$ cat src/rtl/pwm_skew_pkg.sv
`timescale 1ns/1ps
package pwm_skew_pkg;
  localparam int SKEW_W = 3;
  localparam int GRP_W  = 5;
  localparam int CFG_W  = SKEW_W + GRP_W;

  // Field layout of the control register: skew in the upper bits.
  typedef struct packed {
    logic [SKEW_W-1:0] skew;
    logic [GRP_W-1:0]  grp;
  } skew_cfg_t;
endpackage

$ cat src/rtl/skew_ctrl_reg.sv
`timescale 1ns/1ps
module skew_ctrl_reg
  import pwm_skew_pkg::*;
(
  input  logic             clk,
  input  logic             rst,
  input  logic             pdn_i,
  input  logic             wr_en_i,
  input  logic [CFG_W-1:0] wr_data_i,
  output skew_cfg_t        cfg_o
);
  always_ff @(posedge clk) begin
    if (rst) begin
      cfg_o <= '0;
    end else if (wr_en_i && pdn_i) begin
      cfg_o <= skew_cfg_t'(wr_data_i);
    end
  end
endmodule

$ cat src/rtl/skew_tap_line.sv
`timescale 1ns/1ps
module skew_tap_line #(
  parameter int WIDTH = 3,
  parameter int SEL_W = 3
) (
  input  logic             clk,
  input  logic             clr_i,
  input  logic [SEL_W-1:0] sel_i,
  input  logic [WIDTH-1:0] din_i,
  output logic [WIDTH-1:0] dout_o
);
  localparam int DEPTH = (1 << SEL_W) - 1;

  logic [WIDTH-1:0] stage [DEPTH];
  logic [WIDTH-1:0] taps  [DEPTH+1];

  always_ff @(posedge clk) begin
    if (clr_i) begin
      for (int k = 0; k < DEPTH; k++) stage[k] <= '0;
    end else begin
      stage[0] <= din_i;
      for (int k = 1; k < DEPTH; k++) stage[k] <= stage[k-1];
    end
  end

  // Tap 0 bypasses the line; tap k reads the k-th stage.
  assign taps[0] = din_i;
  for (genvar t = 1; t <= DEPTH; t++) begin : g_tap
    assign taps[t] = stage[t-1];
  end

  assign dout_o = taps[sel_i];
endmodule

$ cat src/rtl/pwm_skew_delay.sv
`timescale 1ns/1ps
module pwm_skew_delay
  import pwm_skew_pkg::*;
#(
  parameter int PAIRS = 3
) (
  input  logic             clk,
  input  logic             rst,
  input  logic             pdn_i,
  input  logic             wr_en_i,
  input  logic [CFG_W-1:0] wr_data_i,
  output logic [CFG_W-1:0] rd_data_o,
  input  logic [PAIRS-1:0] a_pos_i,
  input  logic [PAIRS-1:0] a_neg_i,
  input  logic [PAIRS-1:0] b_pos_i,
  input  logic [PAIRS-1:0] b_neg_i,
  output logic [PAIRS-1:0] a_pos_o,
  output logic [PAIRS-1:0] a_neg_o,
  output logic [PAIRS-1:0] b_pos_o,
  output logic [PAIRS-1:0] b_neg_o
);
  skew_cfg_t        cfg;
  logic             clr;
  logic [PAIRS-1:0] b_neg_d, a_neg_s, a_neg_d, a_pos_d;

  assign clr = rst | pdn_i;

  skew_ctrl_reg u_reg (
    .clk       (clk),
    .rst       (rst),
    .pdn_i     (pdn_i),
    .wr_en_i   (wr_en_i),
    .wr_data_i (wr_data_i),
    .cfg_o     (cfg)
  );

  assign rd_data_o = cfg;

  // Skew on the negative legs of both groups.
  skew_tap_line #(.WIDTH(PAIRS), .SEL_W(SKEW_W)) u_b_neg_skew (
    .clk(clk), .clr_i(clr), .sel_i(cfg.skew), .din_i(b_neg_i), .dout_o(b_neg_d)
  );
  skew_tap_line #(.WIDTH(PAIRS), .SEL_W(SKEW_W)) u_a_neg_skew (
    .clk(clk), .clr_i(clr), .sel_i(cfg.skew), .din_i(a_neg_i), .dout_o(a_neg_s)
  );

  // Group offset on both legs of the A group, stacked after the skew.
  skew_tap_line #(.WIDTH(PAIRS), .SEL_W(GRP_W)) u_a_neg_grp (
    .clk(clk), .clr_i(clr), .sel_i(cfg.grp), .din_i(a_neg_s), .dout_o(a_neg_d)
  );
  skew_tap_line #(.WIDTH(PAIRS), .SEL_W(GRP_W)) u_a_pos_grp (
    .clk(clk), .clr_i(clr), .sel_i(cfg.grp), .din_i(a_pos_i), .dout_o(a_pos_d)
  );

  // Registered outputs, held low during power-down.
  always_ff @(posedge clk) begin
    if (clr) begin
      a_pos_o <= '0;
      a_neg_o <= '0;
      b_pos_o <= '0;
      b_neg_o <= '0;
    end else begin
      a_pos_o <= a_pos_d;
      a_neg_o <= a_neg_d;
      b_pos_o <= b_pos_i;
      b_neg_o <= b_neg_d;
    end
  end
endmodule

$ cat config.mk
export PLATFORM = sky130hd
export DESIGN_NAME = pwm_skew_delay
export DESIGN_NICKNAME = d
export VERILOG_FILES = /design/src/rtl/pwm_skew_pkg.sv /design/src/rtl/skew_ctrl_reg.sv /design/src/rtl/skew_tap_line.sv /design/src/rtl/pwm_skew_delay.sv
export SDC_FILE = /design/constraint.sdc
export NUM_CORES = 1
export LEC_CHECK = 0
export ABC_AREA = 1
export BUFFER_PORTS_ARGS = -buffer_cell sky130_fd_sc_hd__buf_4
export CORE_UTILIZATION = 30
export DETAILED_ROUTE_END_ITERATION = 16
export PLACE_DENSITY_LB_ADDON = 0.08
export RECOVER_POWER = 50
export SLEW_MARGIN = 20
export SYNTH_ARGS = -nofsm -noshare
export SYNTH_HDL_FRONTEND = slang
export SYNTH_SLANG_ARGS = --single-unit
export TNS_END_PERCENT = 5
$ cat constraint.sdc
create_clock -name clk -period 1.8 [get_ports clk]
set_input_delay 0.27 -clock clk [delete_from_list [all_inputs] [get_ports clk]]
set_output_delay 0.27 -clock clk [all_outputs]
set_load 0.005 [all_outputs]
==> flow_summary.html, run 1 <==
<table>
<tr><th>Metric</th><th>Value</th></tr>
<tr><th colspan="2">Drt</th></tr>
<tr><td>Detailed Route Iter0 Violations</td><td>359</td></tr>
<tr><td>Number of search-and-repair iterations in the first detailed-routing pass</td><td>4</td></tr>
<tr><td>Detail-routed via count per cell</td><td>4.18</td></tr>
<tr><td>Routed wire length per instance</td><td>12.4 µm</td></tr>
<tr><td>Post-detailed-route DRC marker count</td><td>0</td></tr>
<tr><td>Detailed Route WL</td><td>21100 µm</td></tr>
<tr><td>Number of nets with antenna violations after detailed routing</td><td>0</td></tr>
<tr><td>Vias after detailed routing</td><td>7075</td></tr>
<tr><th colspan="2">Clock tree</th></tr>
<tr><td>Number of buffers on the longest clock path</td><td>3</td></tr>
<tr><td>Clock latency reported for the late side of the worst-skew pair</td><td>540 ps</td></tr>
<tr><td>Clock Tree Root</td><td>sky130_fd_sc_hd__clkbuf_16</td></tr>
<tr><td>Number of H-tree branching levels</td><td>1</td></tr>
<tr><td>Number of gates given a new drive strength after cts</td><td>0</td></tr>
<tr><td>Sinks on the clock net</td><td>248</td></tr>
<tr><td>Clock-pin slew reported for the worst setup and hold paths after clock tree synthesis</td><td>60 ps</td></tr>
<tr><td>CTS tree</td><td>done</td></tr>
<tr><td>Number of buffers added by the clock tree synthesis step</td><td>30</td></tr>
<tr><th colspan="2">Power</th></tr>
<tr><td>Post-route total power</td><td>0.0126 W</td></tr>
<tr><td>Leak pwr</td><td>4.12 nW</td></tr>
<tr><td>Power Density</td><td>1130 mW/mm²</td></tr>
<tr><td>Largest voltage drop on the vdd net</td><td>0.580 mV</td></tr>
<tr><th colspan="2">Global routing</th></tr>
<tr><td>Number of antenna violations at the first check in global routing</td><td>0</td></tr>
<tr><td>Pin count of the biggest net entering global routing</td><td>67</td></tr>
<tr><td>Overall Global Routing Usage</td><td>13.9%</td></tr>
<tr><td>Vias in the first global route</td><td>6748</td></tr>
<tr><td>Aggregate global routing overflow</td><td>0</td></tr>
<tr><td>First-pass GRT wire length</td><td>35100 µm</td></tr>
<tr><th colspan="2">Yosys</th></tr>
<tr><td>Synth warnings</td><td>0</td></tr>
<tr><td>Leading post-synthesis cells by cell area</td><td>sky130_fd_sc_hd__dfxtp_1 (53%), sky130_fd_sc_hd__nor2_1 (9.9%), sky130_fd_sc_hd__inv_1 (9.6%), sky130_fd_sc_hd__a21oi_1 (5.2%), sky130_fd_sc_hd__nand2_1 (5.1%)</td></tr>
<tr><td>Leading area contributor after synthesis</td><td>sky130_fd_sc_hd__dfxtp_1</td></tr>
<tr><td>Proportion of synthesized chip area in sequential cells</td><td>53.4%</td></tr>
<tr><td>Compound-Gate Fraction of Synth Area</td><td>11.0%</td></tr>
<tr><td>Combinational family with the most area after synthesis</td><td>simple AND/OR/NAND/NOR gates</td></tr>
<tr><td>Number of register bits inferred by synthesis</td><td>248</td></tr>
<tr><td>Area of the mapped netlist</td><td>0.00930 mm²</td></tr>
<tr><td>Portion of netlist area occupied by mux cells</td><td>0%</td></tr>
<tr><td>Average cell area after synthesis</td><td>7.58 µm²</td></tr>
<tr><td>Net Count, Synth</td><td>1251</td></tr>
<tr><td>Area share of the leading cell type in the synthesized netlist</td><td>53.4%</td></tr>
<tr><td>Number of instances in the synthesized netlist</td><td>1227</td></tr>
<tr><td>Adder and majority gate portion of the synthesized area</td><td>0%</td></tr>
<tr><td>Share of the synthesized netlist area taken by xor and xnor gates</td><td>0%</td></tr>
<tr><td>Post-synth cell types</td><td>20</td></tr>
<tr><td>Synth Area in Simple Gates</td><td>19.9%</td></tr>
<tr><th colspan="2">Timing</th></tr>
<tr><td>Final hold vios</td><td>0</td></tr>
<tr><td>Number of pins with negative max-slew slack in the final report</td><td>0</td></tr>
<tr><td>Sum Neg Setup Slack</td><td>0 ps</td></tr>
<tr><td>Skew final</td><td>5.99 ps</td></tr>
<tr><td>Fmax</td><td>0.586 GHz</td></tr>
<tr><td>Final clock period utilization by the worst path</td><td>94.8%</td></tr>
<tr><td>Relative slew margins</td><td>57.3%</td></tr>
<tr><td>Transition time at the pin with the least slew margin</td><td>641 ps</td></tr>
<tr><td># setup viols final</td><td>0</td></tr>
<tr><td>Setup repair after global routing missed its margin</td><td>no</td></tr>
<tr><td>Minimum clock period after layout</td><td>1710 ps</td></tr>
<tr><th colspan="2">Final layout</th></tr>
<tr><td>Area Growth Syn to Fin</td><td>19.4%</td></tr>
<tr><td>Filler Cells Inserted</td><td>3259</td></tr>
<tr><td>Number of nets at the end of the flow</td><td>1298</td></tr>
<tr><td>Most frequent cells in the layout</td><td>sky130_fd_sc_hd__nor2_1 (246), sky130_fd_sc_hd__dfxtp_1 (246), sky130_fd_sc_hd__inv_1 (239)</td></tr>
<tr><td>Sequential cell area</td><td>0.00497 mm²</td></tr>
<tr><td>Area taken by multi-input logic gates</td><td>0.00287 mm²</td></tr>
<tr><td>Final standard cell area without fillers</td><td>0.0111 mm²</td></tr>
<tr><td>Fraction of layout instances using a drive strength above 1</td><td>9.95%</td></tr>
<tr><td>Number of antenna diodes</td><td>0</td></tr>
<tr><th colspan="2">Flow run</th></tr>
<tr><td>Max-cap violations</td><td>0</td></tr>
<tr><th colspan="2">Critical path</th></tr>
<tr><td>Worst Setup Start Kind</td><td>flop</td></tr>
<tr><td>Arrival time reported for the critical path endpoint</td><td>1440 ps</td></tr>
<tr><td>Worst EP required</td><td>1530 ps</td></tr>
<tr><td>Largest stage delay on the critical path</td><td>480 ps</td></tr>
<tr><td>Highest fanout seen on the critical path</td><td>12</td></tr>
<tr><td>Top cell family by delay on the critical path</td><td>flip-flops</td></tr>
<tr><td>CP Cell Sequence</td><td>buf_4, buf_4</td></tr>
<tr><td>Critical-path top delay cell</td><td>sky130_fd_sc_hd__dfxtp_2</td></tr>
<tr><td>Critical path buffers and inverters</td><td>2</td></tr>
<tr><td>Setup CP Type</td><td>flop to output port</td></tr>
<tr><td>Endpoint type of the worst setup path</td><td>output port</td></tr>
<tr><td>Critical path's most frequent cell</td><td>sky130_fd_sc_hd__buf_4</td></tr>
<tr><th colspan="2">Floorplanning</th></tr>
<tr><td>Die boundary height</td><td>178 µm</td></tr>
<tr><td>Die outline width</td><td>178 µm</td></tr>
<tr><td>Ports</td><td>44</td></tr>
<tr><td>Initial core utilization</td><td>30.5%</td></tr>
<tr><td>Floorplan die area</td><td>0.0317 mm²</td></tr>
<tr><td>Core area</td><td>0.0305 mm²</td></tr>
<tr><td>Number of placement rows</td><td>64</td></tr>
<tr><th colspan="2">Min path</th></tr>
<tr><td>Kind of path behind the tightest hold check</td><td>input pin to flop</td></tr>
<tr><th colspan="2">Placement</th></tr>
<tr><td>Port Buf Inserts</td><td>43</td></tr>
<tr><td>Hpwl dp</td><td>12900 µm</td></tr>
<tr><td>Placed instance area</td><td>0.00994 mm²</td></tr>
<tr><td>Last weighted congestion value of the routability-driven placer</td><td>0.705</td></tr>
<tr><th colspan="2">Status</th></tr>
<tr><td>Status</td><td>complete, no violations</td></tr>
</table>
-- registers in the layout (all words and copies together) (netlist names) --
name / cells
u_a_neg_grp.stage: 93
a_neg_o: 3
b_neg_o: 3
b_pos_o: 3
u_reg.cfg_o: 8
u_a_neg_skew.stage: 21
a_pos_o: 3
u_a_pos_grp.stage: 93
u_b_neg_skew.stage: 21
-- power breakdown --
group          total [W]  internal [W]  switching, W
Combinational   0.000894      0.000338      0.000555
Sequential       0.00558       0.00554     0.0000371
Clock            0.00611       0.00381       0.00230
-- synthesized netlist by cell type (all sizes together) --
library cell    n
clkbuf         15
a31oi           3
inv           242
dfxtp         248
nand2         127
nor2          246
a21oi          99
buf            58
clkinv          4
a211oi          8
o21ai          87
nand3          90
-- per-layer routing --
layer | wire length (µm) | part of all wire, % | GRT usage [%]
met1 | 10700 | 51 | 19.2
met2 | 9150 | 43 | 22.0
met3 | 730 | 3.5 | 2.58
met4 | 445 | 2.1 | 3.81
met5 | 0 | 0 | 0
-- metrics by stage --
step	hold slack (ps)	worst slack [ps]	util, %	instances
2_1_floorplan	382	429	-	1227
3_3_place_gp	412	175	32.6	1623
3_5_place_dp	411	180	32.6	1623
4_1_cts	0.714	37.4	36.4	1692
5_1_grt	16.3	0.110	36.4	1693
6_report	33.8	93.8	36.4	1693
-- layout make-up --
| type | count | area share [%] |
|---|---|---|
| flip-flops and latches | 248 | 44.8 |
| multi-input cells | 660 | 25.9 |
| well taps | 396 | 4.46 |
| repair buffers | 88 | 7.33 |
| clock buffers | 43 | 7.94 |
| inverters | 246 | 8.36 |
| clock inverters | 12 | 1.27 |
-- final timing paths --
kind / startpoint / end / slack [ps] / cells past startpoint
setup / recovery: u_reg.cfg_o[1] / rd_data_o[1] / 90 / 2
hold / removal: wr_data_i[2] / u_reg.cfg_o[2] / 30 / 3
setup reg to reg: u_reg.cfg_o[2] / a_neg_o[2] / 240 / 6
hold reg to reg: u_a_neg_grp.stage[0][33] / u_a_neg_grp.stage[0][36] / 420 / 2
-- kinds of logic after synthesis --
kind of cell	after synthesis
AND/OR/NAND/NOR	463
buffers and inverters	319
flip-flops	248
AO/OA/AOI/OAI	197
-- timing repair --
| item | 4_1_cts | 5_1_grt |
|---|---|---|
| setup buffers | 0 | 1 |
| hold buffers | 14 | 0 |
| endpoints found under the setup margin | 0 | 1 |
| endpoints found under the hold margin | 20 | 0 |
-- worst min-delay path, cell delays in order --
cell                       delay, ps
sky130_fd_sc_hd__buf_4           120
sky130_fd_sc_hd__nor2_1           90
sky130_fd_sc_hd__a211oi_1         40
(Power assumes the default switching activity.)
==> inputs of run 2 (changes only) <==
--- a/config.mk
+++ b/config.mk
@@ -11,6 +11,7 @@
 export DETAILED_ROUTE_END_ITERATION = 16
 export PLACE_DENSITY_LB_ADDON = 0.08
 export RECOVER_POWER = 50
+export SETUP_SLACK_MARGIN = 0.15
 export SLEW_MARGIN = 20
 export SYNTH_ARGS = -nofsm -noshare
 export SYNTH_HDL_FRONTEND = slang
==> run 2 against run 1 <==
Effect of this change:
- count of clock-buffer cells in the layout unchanged
- combinational power decreased by 1%
- setup slack better by 130 ps
- critical endpoint is now rd_data_o[5]
- via count decreased by 0.17%
- critical path type unchanged
- first-iteration DRC count is 9.7% lower
- non-clock buffer count did not move
- global-route usage barely moved
- worst hold slack lost 5.9 ps
==> flow_summary.html, run 2 (synthesis results as in run 1) <==
<table>
<tr><th>Metric</th><th>Value</th></tr>
<tr><th colspan="2">Status</th></tr>
<tr><td>Status</td><td>complete, no violations</td></tr>
<tr><th colspan="2">Timing</th></tr>
<tr><td>Relative slew margins</td><td>57.2%</td></tr>
<tr><td>Final clock period utilization by the worst path</td><td>87.8%</td></tr>
<tr><td>Final hold vios</td><td>0</td></tr>
<tr><td># setup viols final</td><td>0</td></tr>
<tr><td>Final WS setup</td><td>220 ps</td></tr>
<tr><td>Minimum clock period after layout</td><td>1580 ps</td></tr>
<tr><td>Number of pins with negative max-slew slack in the final report</td><td>0</td></tr>
<tr><td>Sum Neg Setup Slack</td><td>0 ps</td></tr>
<tr><td>Transition time at the pin with the least slew margin</td><td>643 ps</td></tr>
<tr><td>Fmax</td><td>0.633 GHz</td></tr>
<tr><td>Skew final</td><td>5.81 ps</td></tr>
<tr><td>Setup repair after global routing missed its margin</td><td>yes</td></tr>
<tr><th colspan="2">Clock tree</th></tr>
<tr><td>Clock-pin slew reported for the worst setup and hold paths after clock tree synthesis</td><td>60 ps</td></tr>
<tr><td>Number of buffers on the longest clock path</td><td>3</td></tr>
<tr><td>Number of H-tree branching levels</td><td>1</td></tr>
<tr><td>Clock latency reported for the late side of the worst-skew pair</td><td>540 ps</td></tr>
<tr><td>Number of buffers added by the clock tree synthesis step</td><td>30</td></tr>
<tr><td>Clock Tree Root</td><td>sky130_fd_sc_hd__clkbuf_16</td></tr>
<tr><td>CTS tree</td><td>done</td></tr>
<tr><td>Sinks on the clock net</td><td>248</td></tr>
<tr><th colspan="2">Global routing</th></tr>
<tr><td>Overall Global Routing Usage</td><td>13.9%</td></tr>
<tr><td>Vias in the first global route</td><td>6748</td></tr>
<tr><td>Number of antenna violations at the first check in global routing</td><td>0</td></tr>
<tr><td>Pin count of the biggest net entering global routing</td><td>67</td></tr>
<tr><td>Aggregate global routing overflow</td><td>0</td></tr>
<tr><td>First-pass GRT wire length</td><td>35100 µm</td></tr>
<tr><th colspan="2">Final layout</th></tr>
<tr><td>End-of-flow core utilization</td><td>36.3%</td></tr>
<tr><td>Number of antenna diodes</td><td>0</td></tr>
<tr><td>Area Growth Syn to Fin</td><td>19.1%</td></tr>
<tr><td>Fraction of layout instances using a drive strength above 1</td><td>10.1%</td></tr>
<tr><td>Leading cell type in the layout, fill and taps excluded</td><td>sky130_fd_sc_hd__nor2_1</td></tr>
<tr><td>Final standard cell area without fillers</td><td>0.0111 mm²</td></tr>
<tr><td>Most frequent cells in the layout</td><td>sky130_fd_sc_hd__nor2_1 (246), sky130_fd_sc_hd__dfxtp_1 (245), sky130_fd_sc_hd__inv_1 (239)</td></tr>
<tr><td>Number of nets at the end of the flow</td><td>1298</td></tr>
<tr><td>Filler Cells Inserted</td><td>3262</td></tr>
<tr><td>Largest registers</td><td>u_a_neg_grp.stage (93), u_a_pos_grp.stage (93)</td></tr>
<tr><th colspan="2">Critical path</th></tr>
<tr><td>Register-to-register setup slack</td><td>230 ps</td></tr>
<tr><td>Startpoint of the worst register-to-register path</td><td>u_reg.cfg_o[2]</td></tr>
<tr><td>Setup CP Type</td><td>flop to output port</td></tr>
<tr><td>Worst reg2reg path depth</td><td>6</td></tr>
<tr><td>Top cell family by delay on the critical path</td><td>buffers and inverters</td></tr>
<tr><td>Highest fanout seen on the critical path</td><td>25</td></tr>
<tr><td>Critical path buffers and inverters</td><td>2</td></tr>
<tr><td>Critical path's most frequent cell</td><td>sky130_fd_sc_hd__buf_4</td></tr>
<tr><td>Critical-path top delay cell</td><td>sky130_fd_sc_hd__dfxtp_1</td></tr>
<tr><td>Worst reg2reg path endpoint</td><td>a_neg_o[2]</td></tr>
<tr><td>Worst EP required</td><td>1530 ps</td></tr>
<tr><td>Worst Setup Start Kind</td><td>flop</td></tr>
<tr><td>Largest stage delay on the critical path</td><td>320 ps</td></tr>
<tr><td>Endpoint type of the worst setup path</td><td>output port</td></tr>
<tr><td>CP Cell Sequence</td><td>buf_4, buf_4</td></tr>
<tr><td>Arrival time reported for the critical path endpoint</td><td>1310 ps</td></tr>
<tr><th colspan="2">Drt</th></tr>
<tr><td>Detailed Route WL</td><td>21000 µm</td></tr>
<tr><td>Detailed Route Iter0 Violations</td><td>324</td></tr>
<tr><td>Routed wire length per instance</td><td>12.4 µm</td></tr>
<tr><td>Post-detailed-route DRC marker count</td><td>0</td></tr>
<tr><td>Number of nets with antenna violations after detailed routing</td><td>0</td></tr>
<tr><td>Vias after detailed routing</td><td>7063</td></tr>
<tr><td>Number of search-and-repair iterations in the first detailed-routing pass</td><td>4</td></tr>
<tr><td>Detail-routed via count per cell</td><td>4.17</td></tr>
<tr><th colspan="2">Floorplanning</th></tr>
<tr><td>Floorplan die area</td><td>0.0317 mm²</td></tr>
<tr><td>Number of placement rows</td><td>64</td></tr>
<tr><td>Core area</td><td>0.0305 mm²</td></tr>
<tr><td>Die boundary height</td><td>178 µm</td></tr>
<tr><td>Initial core utilization</td><td>30.5%</td></tr>
<tr><td>Die outline width</td><td>178 µm</td></tr>
<tr><td>Ports</td><td>44</td></tr>
<tr><th colspan="2">Min path</th></tr>
<tr><td>Terminating pin of the worst hold path</td><td>u_reg.cfg_o[3]</td></tr>
<tr><td>Kind of path behind the tightest hold check</td><td>input pin to flop</td></tr>
<tr><td>Hold path cells</td><td>3</td></tr>
<tr><td>Worst Hold Launch</td><td>wr_data_i[3]</td></tr>
<tr><th colspan="2">Placement</th></tr>
<tr><td>Placed instance area</td><td>0.00994 mm²</td></tr>
<tr><td>Last weighted congestion value of the routability-driven placer</td><td>0.705</td></tr>
<tr><td>Hpwl dp</td><td>12900 µm</td></tr>
<tr><td>Worst setup timing slack at the placement stage</td><td>180 ps</td></tr>
<tr><td>Port Buf Inserts</td><td>43</td></tr>
<tr><th colspan="2">Power</th></tr>
<tr><td>Leak pwr</td><td>4.11 nW</td></tr>
<tr><td>Power Density</td><td>1130 mW/mm²</td></tr>
<tr><td>Largest voltage drop on the vdd net</td><td>0.581 mV</td></tr>
<tr><th colspan="2">Flow run</th></tr>
<tr><td>Max-cap violations</td><td>0</td></tr>
</table>
==> run 2: report_power, final <==
part	switching, W	leakage, nW	internal (W)	total [W]
clock network	0.00229	0.507	0.00381	0.00610
registers	0.0000371	2.00	0.00554	0.00558
logic	0.000552	1.60	0.000331	0.000883
==> run 2: cell type report <==
class | instances | area [µm²] | share of cell area (%)
Multi-Input combinational cell | 660 | 2870 | 25.9
Timing Repair Buffer | 88 | 783 | 7.07
Clock inverter | 12 | 141 | 1.28
Clock buffer | 43 | 881 | 7.95
Tap cell | 396 | 495 | 4.47
Sequential cell | 248 | 4970 | 44.9
Inverter | 246 | 928 | 8.38
==> run 2: how the worst max path moves through the flow <==
| stage | start | to | slack (ps) | depth (start not counted) |
|---|---|---|---|---|
| floorplan | u_reg.cfg_o[1] | a_pos_o[1] | 430 | 10 |
| global placement | u_reg.cfg_o[0] | a_pos_o[1] | 180 | 10 |
| finish | u_reg.cfg_o[5] | rd_data_o[5] | 220 | 2 |
| detailed placement | u_reg.cfg_o[0] | a_pos_o[1] | 180 | 10 |
| CTS | u_reg.cfg_o[1] | rd_data_o[1] | 100 | 2 |
| global route | u_reg.cfg_o[2] | a_neg_o[2] | 80 | 6 |
==> run 2: repair_timing <==
item	in CTS	in global routing
setup endpoints to repair	2	8
buffers inserted	0	1
resized for setup	2	1
hold buffers	14	0
hold endpoints to repair	20	0
==> run 2: metal layers <==
layer  wire [µm]  GRT usage, %
met5           0             0
met1       10700          19.2
met2        9200          22.0
met3         732          2.58
met4         428          3.81
==> run 2: metrics by stage <==
step,std cells,power (W),hold slack [ps]
final,1693,0.0126,27.8
after CTS,1692,0.0128,0.714
after global routing,1693,0.0132,16.3
after detailed placement,1623,0.00659,411
after global placement,1623,0.00659,412
after floorplan,1227,0.00628,382
==> run 2: worst min-delay path, stage by stage <==
cell	delay, ps
sky130_fd_sc_hd__buf_4	120
sky130_fd_sc_hd__nor2_1	90
sky130_fd_sc_hd__a211oi_1	40
